[src/rtl/rmii_bridge_pkg.sv]
package rmii_bridge_pkg;
  localparam int NIB_W = 4;
  localparam int DIB_W = 2;

  typedef logic [DIB_W-1:0] dibit_t;
  typedef logic [NIB_W-1:0] nibble_t;

  typedef enum logic [1:0] {
    PATH_NORMAL = 2'd0,
    PATH_LOOP   = 2'd1,
    PATH_ECHO   = 2'd2
  } path_e;
endpackage

[src/rtl/rmii_clk_div.sv]
module rmii_clk_div #(
  parameter int FAST_DIV = 1,
  parameter int SLOW_DIV = 10
) (
  input  logic clk,
  input  logic rst_n,
  input  logic speed_10,
  output logic tick,
  output logic dibit_hi,
  output logic rmii_en_q,
  output logic mac_en_q
);
  localparam int CW = (SLOW_DIV > 2) ? $clog2(SLOW_DIV) : 1;
  localparam logic [CW-1:0] FAST_LIM = CW'(FAST_DIV - 1);
  localparam logic [CW-1:0] SLOW_LIM = CW'(SLOW_DIV - 1);

  logic [CW-1:0] cnt_q, cnt_d, lim;
  logic          ph_q, ph_d;

  always_comb begin
    lim      = speed_10 ? SLOW_LIM : FAST_LIM;
    tick     = (cnt_q >= lim);
    cnt_d    = tick ? '0 : cnt_q + 1'b1;
    ph_d     = tick ? ~ph_q : ph_q;
    dibit_hi = ph_q;
  end

  always_ff @(posedge clk or negedge rst_n) begin
    if (!rst_n) begin
      cnt_q     <= '0;
      ph_q      <= 1'b0;
      rmii_en_q <= 1'b0;
      mac_en_q  <= 1'b0;
    end else begin
      cnt_q     <= cnt_d;
      ph_q      <= ph_d;
      rmii_en_q <= tick;
      mac_en_q  <= tick & ph_q;
    end
  end
endmodule

[src/rtl/rmii_tx_ser.sv]
module rmii_tx_ser
  import rmii_bridge_pkg::*;
(
  input  logic    clk,
  input  logic    rst_n,
  input  logic    tick,
  input  logic    dibit_hi,
  input  logic    rmii_on,
  input  logic    echo_on,
  input  nibble_t mac_txd,
  input  logic    mac_tx_en,
  input  dibit_t  phy_rxd,
  input  logic    phy_crs_dv,
  output dibit_t  txd_q,
  output logic    tx_en_q
);
  dibit_t hold_q, hold_d, txd_d;
  logic   tx_en_d;

  always_comb begin
    txd_d   = txd_q;
    tx_en_d = tx_en_q;
    hold_d  = hold_q;
    if (!rmii_on) begin
      txd_d   = '0;
      tx_en_d = 1'b0;
    end else if (tick) begin
      if (echo_on) begin
        txd_d   = phy_rxd;
        tx_en_d = phy_crs_dv;
      end else if (!dibit_hi) begin
        txd_d   = mac_txd[DIB_W-1:0];
        hold_d  = mac_txd[NIB_W-1:DIB_W];
        tx_en_d = mac_tx_en;
      end else begin
        txd_d   = hold_q;
      end
    end
  end

  always_ff @(posedge clk or negedge rst_n) begin
    if (!rst_n) begin
      txd_q   <= '0;
      tx_en_q <= 1'b0;
      hold_q  <= '0;
    end else begin
      txd_q   <= txd_d;
      tx_en_q <= tx_en_d;
      hold_q  <= hold_d;
    end
  end
endmodule

[src/rtl/rmii_rx_asm.sv]
module rmii_rx_asm
  import rmii_bridge_pkg::*;
(
  input  logic    clk,
  input  logic    rst_n,
  input  logic    tick,
  input  logic    rmii_on,
  input  logic    loop_on,
  input  dibit_t  phy_rxd,
  input  logic    phy_crs_dv,
  input  dibit_t  lb_txd,
  input  logic    lb_tx_en,
  input  nibble_t mii_rxd,
  input  logic    mii_rx_dv,
  input  logic    mii_crs,
  output nibble_t rxd_q,
  output logic    rx_dv_q,
  output logic    crs_q
);
  dibit_t  src_d, low_q, low_d;
  logic    src_c;
  logic    armed_q, armed_d, align_q, align_d;
  nibble_t rxd_d;
  logic    rx_dv_d, crs_d;

  always_comb begin
    src_d   = loop_on ? lb_txd   : phy_rxd;
    src_c   = loop_on ? lb_tx_en : phy_crs_dv;
    rxd_d   = rxd_q;
    rx_dv_d = rx_dv_q;
    crs_d   = crs_q;
    low_d   = low_q;
    armed_d = armed_q;
    align_d = align_q;
    if (!rmii_on) begin
      armed_d = 1'b0;
      align_d = 1'b0;
      rxd_d   = mii_rxd;
      rx_dv_d = mii_rx_dv;
      crs_d   = mii_crs;
    end else if (tick) begin
      crs_d = src_c;
      if (!src_c) begin
        armed_d = 1'b1;
        align_d = 1'b0;
        rx_dv_d = 1'b0;
      end else if (!armed_q) begin
        rx_dv_d = 1'b0;
      end else if (!align_q) begin
        low_d   = src_d;
        align_d = 1'b1;
      end else begin
        rxd_d   = {src_d, low_q};
        rx_dv_d = 1'b1;
        align_d = 1'b0;
      end
    end
  end

  always_ff @(posedge clk or negedge rst_n) begin
    if (!rst_n) begin
      rxd_q   <= '0;
      rx_dv_q <= 1'b0;
      crs_q   <= 1'b0;
      low_q   <= '0;
      armed_q <= 1'b0;
      align_q <= 1'b0;
    end else begin
      rxd_q   <= rxd_d;
      rx_dv_q <= rx_dv_d;
      crs_q   <= crs_d;
      low_q   <= low_d;
      armed_q <= armed_d;
      align_q <= align_d;
    end
  end
endmodule

[src/rtl/rmii_bridge.sv]
module rmii_bridge
  import rmii_bridge_pkg::*;
#(
  parameter int FAST_DIV = 1,
  parameter int SLOW_DIV = 10
) (
  input  logic       clk,
  input  logic       rst_n,
  input  logic       cfg_mii_mode,
  input  logic [1:0] cfg_pin_sel,
  input  logic       cfg_speed_10,
  input  logic       cfg_rmii_loop,
  input  logic       cfg_rmii_echo,
  input  logic       cfg_mac_loop,
  input  logic       cfg_full_duplex,
  input  logic [3:0] mac_txd,
  input  logic       mac_tx_en,
  output logic [3:0] mac_rxd,
  output logic       mac_rx_dv,
  output logic       mac_crs,
  output logic       mac_clk_en,
  output logic [1:0] rmii_txd,
  output logic       rmii_tx_en,
  input  logic [1:0] rmii_rxd,
  input  logic       rmii_crs_dv,
  output logic       rmii_smp_en,
  output logic [3:0] mii_txd,
  output logic       mii_tx_en,
  input  logic [3:0] mii_rxd,
  input  logic       mii_rx_dv,
  input  logic       mii_crs,
  output logic       rmii_active,
  output logic       cfg_conflict
);
  logic  rmii_on, tick, dibit_hi;
  path_e path;
  logic  act_d, conf_d;
  nibble_t mii_txd_d;
  logic    mii_tx_en_d;

  always_comb begin
    rmii_on = cfg_mii_mode & (&cfg_pin_sel);
    if (rmii_on && cfg_rmii_loop && !cfg_mac_loop && cfg_full_duplex)
      path = PATH_LOOP;
    else if (rmii_on && cfg_rmii_echo && !cfg_rmii_loop && !cfg_mac_loop)
      path = PATH_ECHO;
    else
      path = PATH_NORMAL;
    act_d       = rmii_on;
    conf_d      = cfg_rmii_echo & cfg_rmii_loop;
    mii_txd_d   = rmii_on ? '0 : mac_txd;
    mii_tx_en_d = rmii_on ? 1'b0 : mac_tx_en;
  end

  rmii_clk_div #(.FAST_DIV(FAST_DIV), .SLOW_DIV(SLOW_DIV)) div_i (
    .clk(clk), .rst_n(rst_n), .speed_10(cfg_speed_10),
    .tick(tick), .dibit_hi(dibit_hi),
    .rmii_en_q(rmii_smp_en), .mac_en_q(mac_clk_en)
  );

  rmii_tx_ser tx_i (
    .clk(clk), .rst_n(rst_n), .tick(tick), .dibit_hi(dibit_hi),
    .rmii_on(rmii_on), .echo_on(path == PATH_ECHO),
    .mac_txd(mac_txd), .mac_tx_en(mac_tx_en),
    .phy_rxd(rmii_rxd), .phy_crs_dv(rmii_crs_dv),
    .txd_q(rmii_txd), .tx_en_q(rmii_tx_en)
  );

  rmii_rx_asm rx_i (
    .clk(clk), .rst_n(rst_n), .tick(tick),
    .rmii_on(rmii_on), .loop_on(path == PATH_LOOP),
    .phy_rxd(rmii_rxd), .phy_crs_dv(rmii_crs_dv),
    .lb_txd(rmii_txd), .lb_tx_en(rmii_tx_en),
    .mii_rxd(mii_rxd), .mii_rx_dv(mii_rx_dv), .mii_crs(mii_crs),
    .rxd_q(mac_rxd), .rx_dv_q(mac_rx_dv), .crs_q(mac_crs)
  );

  always_ff @(posedge clk or negedge rst_n) begin
    if (!rst_n) begin
      rmii_active  <= 1'b0;
      cfg_conflict <= 1'b0;
      mii_txd      <= '0;
      mii_tx_en    <= 1'b0;
    end else begin
      rmii_active  <= act_d;
      cfg_conflict <= conf_d;
      mii_txd      <= mii_txd_d;
      mii_tx_en    <= mii_tx_en_d;
    end
  end
endmodule

[config.mk]
export PLATFORM = sky130hd
export DESIGN_NAME = rmii_bridge
export DESIGN_NICKNAME = d
export VERILOG_FILES = /design/src/rtl/rmii_bridge_pkg.sv /design/src/rtl/rmii_clk_div.sv /design/src/rtl/rmii_tx_ser.sv /design/src/rtl/rmii_rx_asm.sv /design/src/rtl/rmii_bridge.sv
export SDC_FILE = /design/constraint.sdc
export NUM_CORES = 1
export LEC_CHECK = 0
export BUFFER_PORTS_ARGS = -buffer_cell sky130_fd_sc_hd__buf_2
export CAP_MARGIN = 20
export CORE_MARGIN = 2
export CORE_UTILIZATION = 40
export DETAILED_ROUTE_END_ITERATION = 12
export SYNTH_ARGS = -nofsm -noshare
export SYNTH_HDL_FRONTEND = slang
export SYNTH_SLANG_ARGS = --single-unit
[constraint.sdc]
create_clock -name clk -period 4 [get_ports clk]
set_input_delay 1.2 -clock clk [delete_from_list [all_inputs] [get_ports clk]]
set_output_delay 1.2 -clock clk [all_outputs]
set_load 0.02 [all_outputs]
=== After elaboration in Yosys (flattened, before gate mapping) ===
Cells that the tools add are included.

* Flip-flop bits (word level): 29
* Output and inout bits: 18
* Word-level logic and storage cells: 87

* Add/sub/neg operators: 1
* $lt $le $gt $ge: 1
* Equal/unequal tests: 10
* Mux-type cells: 36
* Bitwise operators: 6
* Reductions and logical operators: 16

{| class="wikitable"
|+ Operators with widths
! kind !! number
|-
| 4-bit two-way mux || 8
|-
| 1-bit two-way mux || 21
|-
| 2-bit two-way mux || 7
|-
| 2-bit AND reduction || 5
|-
| 2-bit by 1-bit inequality test with 1-bit output (second input constant) || 4
|-
| 4-bit AND reduction || 2
|-
| 1-bit logical AND || 6
|-
| 5-bit AND reduction || 1
|-
| 4-bit by 1-bit adder with 4-bit output (second input constant) || 1
|-
| 4-bit greater-or-equal comparator || 1
|-
| 4-bit inequality test (second input constant) || 1
|-
| 1-bit AND || 3
|-
| 3-bit by 2-bit inequality test with 1-bit output (second input constant) || 1
|-
| 3-bit inequality test (second input constant) || 1
|-
| 1-bit NOT || 3
|-
| 2-bit by 1-bit equality test with 1-bit output (second input constant) || 1
|-
| 2-bit equality test (second input constant) || 1
|-
| 1-bit logical NOT || 2
|-
| 2-bit inequality test (second input constant) || 1
|}

=== Depth between registers and ports, before layout ===
Gate-level depths: netlist of the first run.

* Word-level depth: 14
* Depth in mapped cells: 8
* Gate-level depth less buffers: 7

=== By module ===
Synthesis of the first run repeated with hierarchy kept, for this count alone.

* Cell total of the unflattened synthesis: 120
* Area, all modules: 1368.8 um^2

{| class="wikitable"
|+ By module, submodules not included
! module !! times used !! cells each !! area an instance (um^2) !! seq. area each (um^2)
|-
| rmii_rx_asm || 1 || 52 || 534.3 || 250.2
|-
| rmii_clk_div || 1 || 25 || 307.8 || 175.2
|-
| rmii_tx_ser || 1 || 25 || 270.3 || 125.1
|-
| rmii_bridge || 1 || 18 || 256.5 || 175.2
|}

=== Worst setup path before layout of the first run ===
No wires, ideal clock.

* Path kind: input port to flip-flop
* From: input cfg_speed_10
* To: register rx_i.rxd_q[0]
* Library setup time: 125 ps
* Arrival: 2747 ps
* Required time: 3875 ps
* Slack: 1129 ps
* Stages: 5
* Path buffers: 0
* Path through: ha_1 > or4b_4 > a31oi_1 > o31a_2 > mux2_2

* Cells in the longest elaborated chain, start to end: 4

{| class="wikitable"
|+ Ends and longest elaborated chain
! item !! RTL line !! RTL
|-
| start, declared || rmii_bridge.sv:11 || <nowiki>input logic cfg_speed_10,</nowiki>
|-
| 4-bit two-way mux || rmii_clk_div.sv:21 || <nowiki>lim = speed_10 ? SLOW_LIM : FAST_LIM;</nowiki>
|-
| 4-bit greater-or-equal comparator || rmii_clk_div.sv:22 || <nowiki>tick = (cnt_q >= lim);</nowiki>
|-
| 2-bit by 1-bit inequality test with 1-bit output (no source line) || - ||
|-
| 4-bit AND reduction (no source line) || - ||
|-
| end signal, assigned || rmii_rx_asm.sv:69 || <nowiki>rxd_q <= rxd_d;</nowiki>
|-
| end, declared || rmii_rx_asm.sv:16 || <nowiki>output nibble_t rxd_q,</nowiki>
|}

Every way passes these cells.
A chain may end at the register's enable or synchronous reset.

=== Final worst setup path of the first run ===
* From: input cfg_pin_sel[0]
* To: register rx_i.low_q[0]

* Cells in the longest elaborated chain, start to end: 10

{| class="wikitable"
|+ Ends and longest elaborated chain
! item !! RTL line !! RTL
|-
| start, declared || rmii_bridge.sv:10 || <nowiki>input logic [1:0] cfg_pin_sel,</nowiki>
|-
| 2-bit AND reduction * || rmii_bridge.sv:42 || <nowiki>rmii_on = cfg_mii_mode & (&cfg_pin_sel);</nowiki>
|-
| 1-bit AND * || rmii_bridge.sv:42 ||
|-
| 1-bit logical AND (3 in series) || rmii_bridge.sv:45 || <nowiki>else if (rmii_on && cfg_rmii_echo && !cfg_rmii_loop && !cfg_mac_loop)</nowiki>
|-
| 2-bit two-way mux || rmii_bridge.sv:45 ||
|-
| 2-bit two-way mux || rmii_bridge.sv:43 || <nowiki>if (rmii_on && cfg_rmii_loop && !cfg_mac_loop && cfg_full_duplex)</nowiki>
|-
| 2-bit by 1-bit equality test with 1-bit output || rmii_bridge.sv:71 || <nowiki>.rmii_on(rmii_on), .loop_on(path == PATH_LOOP),</nowiki>
|-
| 1-bit two-way mux || rmii_rx_asm.sv:28 || <nowiki>src_c = loop_on ? lb_tx_en : phy_crs_dv;</nowiki>
|-
| 5-bit AND reduction (no source line) || - ||
|-
| end signal, assigned || rmii_rx_asm.sv:72 || <nowiki>low_q <= low_d;</nowiki>
|-
| end, declared || rmii_rx_asm.sv:20 || <nowiki>dibit_t src_d, low_q, low_d;</nowiki>
|}

Mark *: on every way between the ends. The rest lies on a longest branch, timed or not.

==> results.toml, run 1 <==
[sta]
hold_viol = 0
rsz0062_at_grt = "no"
min_period_over_period = 0.737
setup_slack_ps = 1050
hold_ws_ps = 511
maxSlewViolCount = 0
clock_skew_ps = 7.86
worst_pin_slew_ps = 639
setup_viol_count_final = 0
clock.fmax_mhz = 339
fin_crit_ps = 2950
relSlewSlack = 0.574
fin_setup_tns_ps = 0

[synthesis]
synth_edf_count = 0
postSynthAreaPerCell_um2 = 10.7
synthFlopType = "dfrtp_1"
synth_mux_area_frac = 0.0874
seq_area_frac_synth = 0.528
synth_top_family_by_area = "simple AND/OR/NAND/NOR gates"
synth_compound_area_frac = 0.125
synth-async-reset-ratio = 1.00
synth_nets = 155
synth_cell_types = 34
synth-adder-area-share = 0.0273
yosys_warnings = 0
ys_ff_latch = 29
syn_inst = 128
synthSimpleGateAreaFrac = 0.182
syn_area_um2 = 1380
synth-xor-area-share = 0.0127

[global_route]
antenna_found_initial = 0
grt_pass1_wl_mm = 5.29
grt_max_degree = 30
grt_use_met1 = 0.217
grt_pass1_vias = 1138
grt_usage = 0.178
overflow = 0
grt_busiest_layer = "met2"
grt_use_met2 = 0.274
met3_usage = 0.0613

[placement]
io_buffer_count = 41
pre_cts_slack_ps = 693
hpwl_mm = 2.31
gp_congestion = 0.849
dp_cells = 210

[worst_setup_path]
endpoint_kind = "register"
crit_fanout = 14
startpoint = "cfg_pin_sel[0]"
rrSetupSlack_ps = 1710
cp-start-kind = "primary input"
required_ps = 4230
arrival_ps = 3180
crit_type = "in2reg"
timing.rr.start = "div_i.cnt_q[0]"
r2r-end = "tx_i.hold_q[1]"
ff2ff_path_depth = 7

[drt]
drt_pass1_iterations = 4
postRouteAntennaNets = 0
vias = 1093
drc = 0
routed_via_density = 5.01
wl_per_cell_um = 13.9
routed_wl_mm = 3.03
drt-initial-drc-count = 46

[clock_tree]
cts_buffers = 5
cts.htree.levels = 2
postCtsSetupRepairBufs = 0
clk_latency_ps = 340
cts_tree = "built"
post_cts_resized = 0
clk_pin_slew_ps = 90
postCtsHoldBufs = 0
cts.path.max_buffers = 2
cts_sinks = 29
clock-root-buffer = "clkbuf_4"

[die]
initial_core_util = 0.415
dieArea_um2 = 3920
rows = 21
die_y_um = 62.6
num_io_pins = 42
die_width_um = 62.6
coreArea_um2 = 3310

[power]
power_density_nw_per_um2 = 507
p_leak_nw = 0.863
ir_worst_vdd_mv = 0.199

[run_status]
outcome = "finished clean"

[min_path]
hp-start = "div_i.cnt_q[0]"
min_to = "div_i.cnt_q[0]"
holdCritPathClass = "reg2reg"
hold_depth = 1

[finish]
drive_gt1_frac = 0.372
mostFrequentLayoutCell = "buf_2"
layout_common_cells = "buf_2 (41), dfrtp_1 (29), nand2_1 (16)"
multi_input_area_um2 = 597
seqCellArea_um2 = 726
area_delta_synth_final_pct = 24.9
layoutNonFillerInstCount = 218
nFillCells = 321
nets = 198
finish.utilization = 0.519
diodes = 0

[run]
maxCapViolCount = 0
-- metrics by stage --
step | total power, W | area, µm²
final | 0.000871 | 1720
after CTS | 0.000879 | 1720
after floorplan | 0.000516 | 1380
after detailed placement | 0.000576 | 1620
after global placement | 0.000569 | 1620
after global routing | 0.000924 | 1720
-- sequential cells by signal (all words and copies together), names as in the netlist --
signal           cells
cfg_conflict         1
div_i.cnt_q          4
div_i.dibit_hi       1
div_i.mac_en_q       1
div_i.rmii_en_q      1
mii_tx_en            1
mii_txd              4
rmii_active          1
rx_i.align_q         1
rx_i.armed_q         1
rx_i.crs_q           1
rx_i.low_q           2
rx_i.rx_dv_q         1
rx_i.rxd_q           4
tx_i.hold_q          2
tx_i.tx_en_q         1
tx_i.txd_q           2
-- Yosys cell counts (all sizes together), types with 3 or more instances --
cell,n,share of area
a21oi,6,0.030
and2,10,0.045
clkbuf,4,0.011
dfrtp,29,0.53
ha,3,0.027
inv,6,0.016
mux2,8,0.066
mux2i,3,0.022
nand2,16,0.044
nand3,10,0.036
nor2,8,0.022
o21ai,4,0.015
-- per-layer routing --
| layer | up-vias | wire length, µm |
|---|---|---|
| met5 | - | 0 |
| met4 | 0 | 74 |
| met3 | 7 | 182 |
| met2 | 38 | 1440 |
| met1 | 515 | 1330 |
| li1 | 533 | - |
-- where the power goes --
group          total [W]  internal [W]  switching (W)
sequential      0.000376      0.000339      0.0000366
clock           0.000305      0.000193       0.000111
combinational   0.000191     0.0000856       0.000105
-- worst max-delay path, cell delays in order --
cell,delay (ps)
buf_2,70
nand3_1,350
inv_1,460
nand3_1,230
a2111oi_2,470
mux2_2,390
-- cells by family after synthesis --
logic type / Yosys count
compound gates: 22
buf+inv: 12
simple gates: 49
xor+xnor: 2
mux: 11
flops: 29
fa+ha+maj: 3
-- worst max path at each step --
stage	slack [ps]	endpoint	depth (start not counted)
after floorplan	1130	rx_i.rxd_q[0]	5
after global placement	820	rx_i.low_q[1]	6
after detailed placement	690	rx_i.low_q[1]	6
after CTS	1060	rx_i.low_q[0]	6
after global routing	860	rx_i.low_q[0]	6
final	1050	rx_i.low_q[0]	6
-- area by class of cell --
| type | count | share of cell area |
|---|---|---|
| sequential | 29 | 0.422 |
| multi-input combinational | 87 | 0.347 |
| timing repair buffer | 42 | 0.124 |
| clock inverter | 3 | 0.0379 |
| tap | 46 | 0.0335 |
| clock buffer | 5 | 0.0218 |
| inverter | 6 | 0.0131 |
Power figures use the tool's default switching activity.
==> run 2: changes to the inputs <==
ABC_AREA = 1   (was unset)
PLACE_DENSITY = 0.67   (was unset)
clock period = 2.6 ns   (was 4 ns; I/O delays follow)
==> results.toml, run 2 <==
[finish]
diodes = 0
nets = 244
mostFrequentLayoutCell = "nand2_1"
layout_common_cells = "nand2_1 (55), buf_2 (41), dfrtp_1 (29)"
drive_gt1_frac = 0.290
nFillCells = 353
area_delta_synth_final_pct = 21.4
finish.utilization = 0.513
largestRegisters = "div_i.cnt_q x4, mii_txd x4, rx_i.rxd_q x4"

[synthesis]
yosys_warnings = 0
syn_area_um2 = 1430
ys_ff_latch = 29
yosys.area.top_type_share = 0.506
postSynthAreaPerCell_um2 = 8.39
synth_cell_types = 26
synthTopCellsByArea = "dfrtp_1 (51%), nand2_1 (14%), nand3_1 (5.9%)"
synth_nets = 198
synth-async-reset-ratio = 1.00
syn_inst = 171
synthFlopType = "dfrtp_1"
yosysMostFrequentCell = "nand2_1"
synth_edf_count = 0
seq_area_frac_synth = 0.506
synth_largest_area_cell = "dfrtp_1"
synthTopCellsByCount = "nand2_1 (55), dfrtp_1 (29), inv_1 (22)"

[worst_setup_path]
cp-start-kind = "primary input"
crit_fanout = 6
max_stage_delay_ps = 270
cp_num_buf_inv = 4
cp_top_family = "simple AND/OR/NAND/NOR gates"
crit_type = "in2reg"
required_ps = 2820
crit_slowest_cell = "ha_1"
arrival_ps = 2020
endpoint_kind = "register"
cp_common_cell = "nand2_1"
crit_chain = "buf_2, ha_1, inv_1, nand3_1, nand2_1, nand2_1, inv_1, nor3_2, inv_1, nand2_1, nand2_1"

[clock_tree]
clock-root-buffer = "clkbuf_4"
cts.htree.levels = 2
cts_buffers = 5
cts.path.max_buffers = 2
cts_sinks = 29
cts_tree = "built"
postCtsSetupRepairBufs = 0
clk_latency_ps = 320
post_cts_resized = 0
clk_pin_slew_ps = 80
postCtsHoldBufs = 0

[power]
ir_worst_vdd_mv = 0.381
power_density_nw_per_um2 = 664
p_sw_frac = 0.333
comb_power_share = 0.266
clkPwrFrac = 0.236
power_switching_w = 0.000384
internal-power_w = 0.000771
p_seq_frac = 0.498
p_leak_nw = 0.973

[sta]
setup_slack_ps = 799
worst_pin_slew_ps = 642
fin_setup_tns_ps = 0
clock.fmax_mhz = 555
fin_crit_ps = 1800
hold_ws_ps = 474
hold_viol = 0
min_period_over_period = 0.693
maxSlewViolCount = 0
relSlewSlack = 0.572
rsz0062_at_grt = "no"
clock_skew_ps = 3.23
setup_viol_count_final = 0

[global_route]
met3_usage = 0.0616
grt_usage = 0.165
grt_use_met1 = 0.182
grt_use_met2 = 0.284
grt_busiest_layer = "met2"
antenna_found_initial = 0
overflow = 0
grt_max_degree = 30
grt_pass1_vias = 1269
grt_pass1_wl_mm = 5.15

[drt]
routed_via_density = 4.68
postRouteAntennaNets = 0
drt_pass1_iterations = 4
drc = 0
routed_wl_mm = 2.86
wl_per_cell_um = 10.9
drt-initial-drc-count = 45
vias = 1230

[placement]
pre_cts_slack_ps = 453
gp_congestion = 0.715
hpwl_mm = 2.18
io_buffer_count = 41

[run_status]
outcome = "finished clean"

[min_path]
holdCritPathClass = "in2async"

[die]
rows = 21
dieArea_um2 = 4080
coreArea_um2 = 3390
initial_core_util = 0.423
num_io_pins = 42
die_y_um = 63.9
die_width_um = 63.9

[run]
maxCapViolCount = 0
[run 2: cell types whose count changed after synthesis, moves of 4 or more]
| cell | before | now |
|---|---|---|
| nand2_1 | 16 | 55 |
| inv_1 | 5 | 22 |
| and2_1 | 10 | 0 |
| mux2_2 | 8 | 0 |
| nand3_1 | 10 | 17 |
| o21ai_1 | 0 | 5 |
| nor2_1 | 8 | 12 |
[run 2: path summary, 6_finish.rpt]
| path | start | endpoint | slack (ps) | cells after the start |
|---|---|---|---|---|
| max reg2reg | div_i.cnt_q[0] | tx_i.hold_q[0] | 910 | 11 |
| min in group clk | rx_i.rxd_q[3] | rx_i.rxd_q[3] | 480 | 2 |
| min reg2reg | rx_i.rxd_q[3] | rx_i.rxd_q[3] | 480 | 2 |
| min | rst_n | div_i.cnt_q[2] | 470 | 1 |
| max | cfg_speed_10 | tx_i.hold_q[0] | 800 | 11 |
| max in group asynchronous | rst_n | tx_i.hold_q[0] | 1710 | 1 |
[run 2: cells by family after synthesis]
family | after synthesis | synth area share
AOI/OAI and AO/OA | 14 | 0.0567
xor gates and xnor gates | 2 | 0.0122
adders and majority gates | 3 | 0.0262
buffers and inverters | 27 | 0.0777
DFF | 29 | 0.506
and+or+nand+nor | 96 | 0.321
[run 2: final cells by class]
class / instances / area, µm² / share of cell area
clock buffer: 7 / 55.1 / 0.0316
inverter: 24 / 92.6 / 0.0532
multi-input combinational: 115 / 597 / 0.343
sequential: 29 / 726 / 0.417
tap: 46 / 57.6 / 0.0331
timing repair buffer: 42 / 213 / 0.122
[run 2: metal layers]
metal | up-vias | share of wire
met3 | 6 | 0.060
li1 | 629 | -
met5 | - | 0
met1 | 563 | 0.42
met4 | 0 | 0.020
met2 | 32 | 0.49
[run 2: stage by stage]
stage | power (W) | cell area [µm²] | std cells
2_1_floorplan | 0.000794 | 1430 | 171
3_3_place_gp | 0.000891 | 1690 | 256
3_5_place_dp | 0.000898 | 1690 | 256
4_1_cts | 0.00118 | 1740 | 263
5_1_grt | 0.00125 | 1740 | 263
6_report | 0.00116 | 1740 | 263
[run 2: power by group through the flow]
| stage | combinational [W] | clock [W] | sequential [W] |
|---|---|---|---|
| 2_1_floorplan | 0.000176 | 0 | 0.000618 |
| 3_3_place_gp | 0.000306 | 0 | 0.000585 |
| 3_5_place_dp | 0.000312 | 0 | 0.000586 |
| 4_1_cts | 0.000314 | 0.000285 | 0.000576 |
| 5_1_grt | 0.000359 | 0.000311 | 0.000584 |
| 6_report | 0.000308 | 0.000273 | 0.000575 |
==> run 3: changes to the inputs <==
clock period = 1.4 ns   (was 2.6 ns; I/O delays follow)
==> results.toml, run 3 (same netlist as run 2, synthesis figures left out) <==
[finish]
nFillCells = 321
drive_gt1_frac = 0.436
multi_input_area_um2 = 672
mostFrequentLayoutCell = "nand2_1"
area_delta_synth_final_pct = 41.4
largestRegisters = "div_i.cnt_q x4, mii_txd x4, rx_i.rxd_q x4"
layout_common_cells = "nand2_1 (45), buf_2 (41), dfrtp_1 (29)"
nets = 267
diodes = 0
seqCellArea_um2 = 726
postLayoutCellArea_um2 = 2030

[global_route]
antenna_found_initial = 0
grt_max_degree = 17
grt_pass1_wl_mm = 5.15
overflow = 0
grt_pass1_vias = 1223
grt_usage = 0.165

[die]
dieArea_um2 = 4080
die_width_um = 63.9
coreArea_um2 = 3390
num_io_pins = 42
die_y_um = 63.9
rows = 21
initial_core_util = 0.423

[drt]
wl_per_cell_um = 10.5
drc = 0
vias = 1294
postRouteAntennaNets = 0
routed_via_density = 4.51
routed_wl_mm = 3.01
drt-initial-drc-count = 43
drt_pass1_iterations = 4

[sta]
clock_skew_ps = 8.06
fin_setup_tns_ps = -43.1
fin_crit_ps = 1420
worst_pin_slew_ps = 354
setup_slack_ps = -23.5
maxSlewViolCount = 0
hold_viol = 0
relSlewSlack = 0.764
rsz0062_at_grt = "yes"
setup_viol_count_final = 2
min_period_over_period = 1.02
clock.fmax_mhz = 702

[power]
power_density_nw_per_um2 = 1180
ir_worst_vdd_mv = 0.722
p_leak_nw = 1.10

[worst_setup_path]
cp_top_family = "simple AND/OR/NAND/NOR gates"
crit_type = "reg2reg"
crit_fanout = 3
cp-start-kind = "register"
required_ps = 1630
crit_slowest_cell = "dfrtp_1"
endpoint_kind = "register"
crit_chain = "inv_1, ha_1, inv_1, nand3_2, nand2_2, nand2_2, inv_2, nor3_4, buf_4, nand2_2, nand2_1"
arrival_ps = 1650
max_stage_delay_ps = 350
cp_num_buf_inv = 4
cp_common_cell = "nand2_2"

[clock_tree]
cts_buffers = 5
clk_latency_ps = 330
cts_sinks = 29
clk_pin_slew_ps = 90
cts_tree = "built"
cts.htree.levels = 2
cts.path.max_buffers = 2
clock-root-buffer = "clkbuf_4"

[placement]
hpwl_mm = 2.30
pre_cts_slack_ps = -188
place_area_um2 = 1840
gp_congestion = 0.738
io_buffer_count = 41

[run]
maxCapViolCount = 0

[run_status]
outcome = "complete, but fails checks"
violations = "negative setup slack"

[min_path]
holdCritPathClass = "in2reg"
## run 3: changes by cell type in the layout (fill, tap and decap cells not counted), sizes merged
cell         previous run  this run
dlygate4sd3             0         1
clkinv                  0         1
buf                    42        64
## run 3: final timing paths
kind | start | to | slack (ps) | depth (start not counted)
min in group asynchronous | rst_n | tx_i.tx_en_q | 530 | 2
max in group asynchronous | rst_n | rmii_active | 470 | 3
max reg2reg | div_i.cnt_q[0] | tx_i.hold_q[1] | -20 | 11
min | mac_txd[0] | mii_txd[0] | 300 | 3
min reg2reg | rx_i.rxd_q[3] | rx_i.rxd_q[3] | 470 | 2
max | div_i.cnt_q[0] | tx_i.hold_q[1] | -20 | 11
## run 3: per-layer routing
metal | part of all wire | GRT usage | up-vias
met2 | 0.49 | 0.268 | 28
met5 | 0 | 0 | -
li1 | - | - | 673
met3 | 0.051 | 0.0581 | 6
met1 | 0.44 | 0.200 | 587
met4 | 0.015 | 0.0652 | 0
## run 3: area by class of cell
cell class / instances / share of cell area
clock inverter: 1 / 0.00247
tap: 46 / 0.0284
sequential: 29 / 0.358
timing repair buffer: 65 / 0.201
multi-input combinational: 115 / 0.331
clock buffer: 7 / 0.0321
inverter: 24 / 0.0469
## run 3: tightest hold or removal path: stages
cell and delay, ps:
buf_2 90, nand2_1 50, inv_1 40
## run 3: where the power goes
group / internal (W) / switching, W / leakage (nW)
sequential: 0.000977 / 0.0000928 / 0.370
combinational: 0.000327 / 0.000430 / 0.693
clock: 0.000291 / 0.000286 / 0.0413
## run 3: metrics by stage
stage	power, W	util	std cells	hold WS, ps
finish	0.00240	0.598	287	298
global route	0.00258	0.598	287	285
CTS	0.00234	0.574	284	289
detailed placement	0.00172	0.543	274	344
global placement	0.00172	0.543	274	349
floorplan	0.00148	-	171	124
## run 3: what timing repair did
item,in CTS,in global routing
gates resized for setup,5,19
hold buffers,1,0
pin swaps,2,8
hold endpoints to repair,13,0
endpoints found under the setup margin,8,20
buffers inserted,1,3
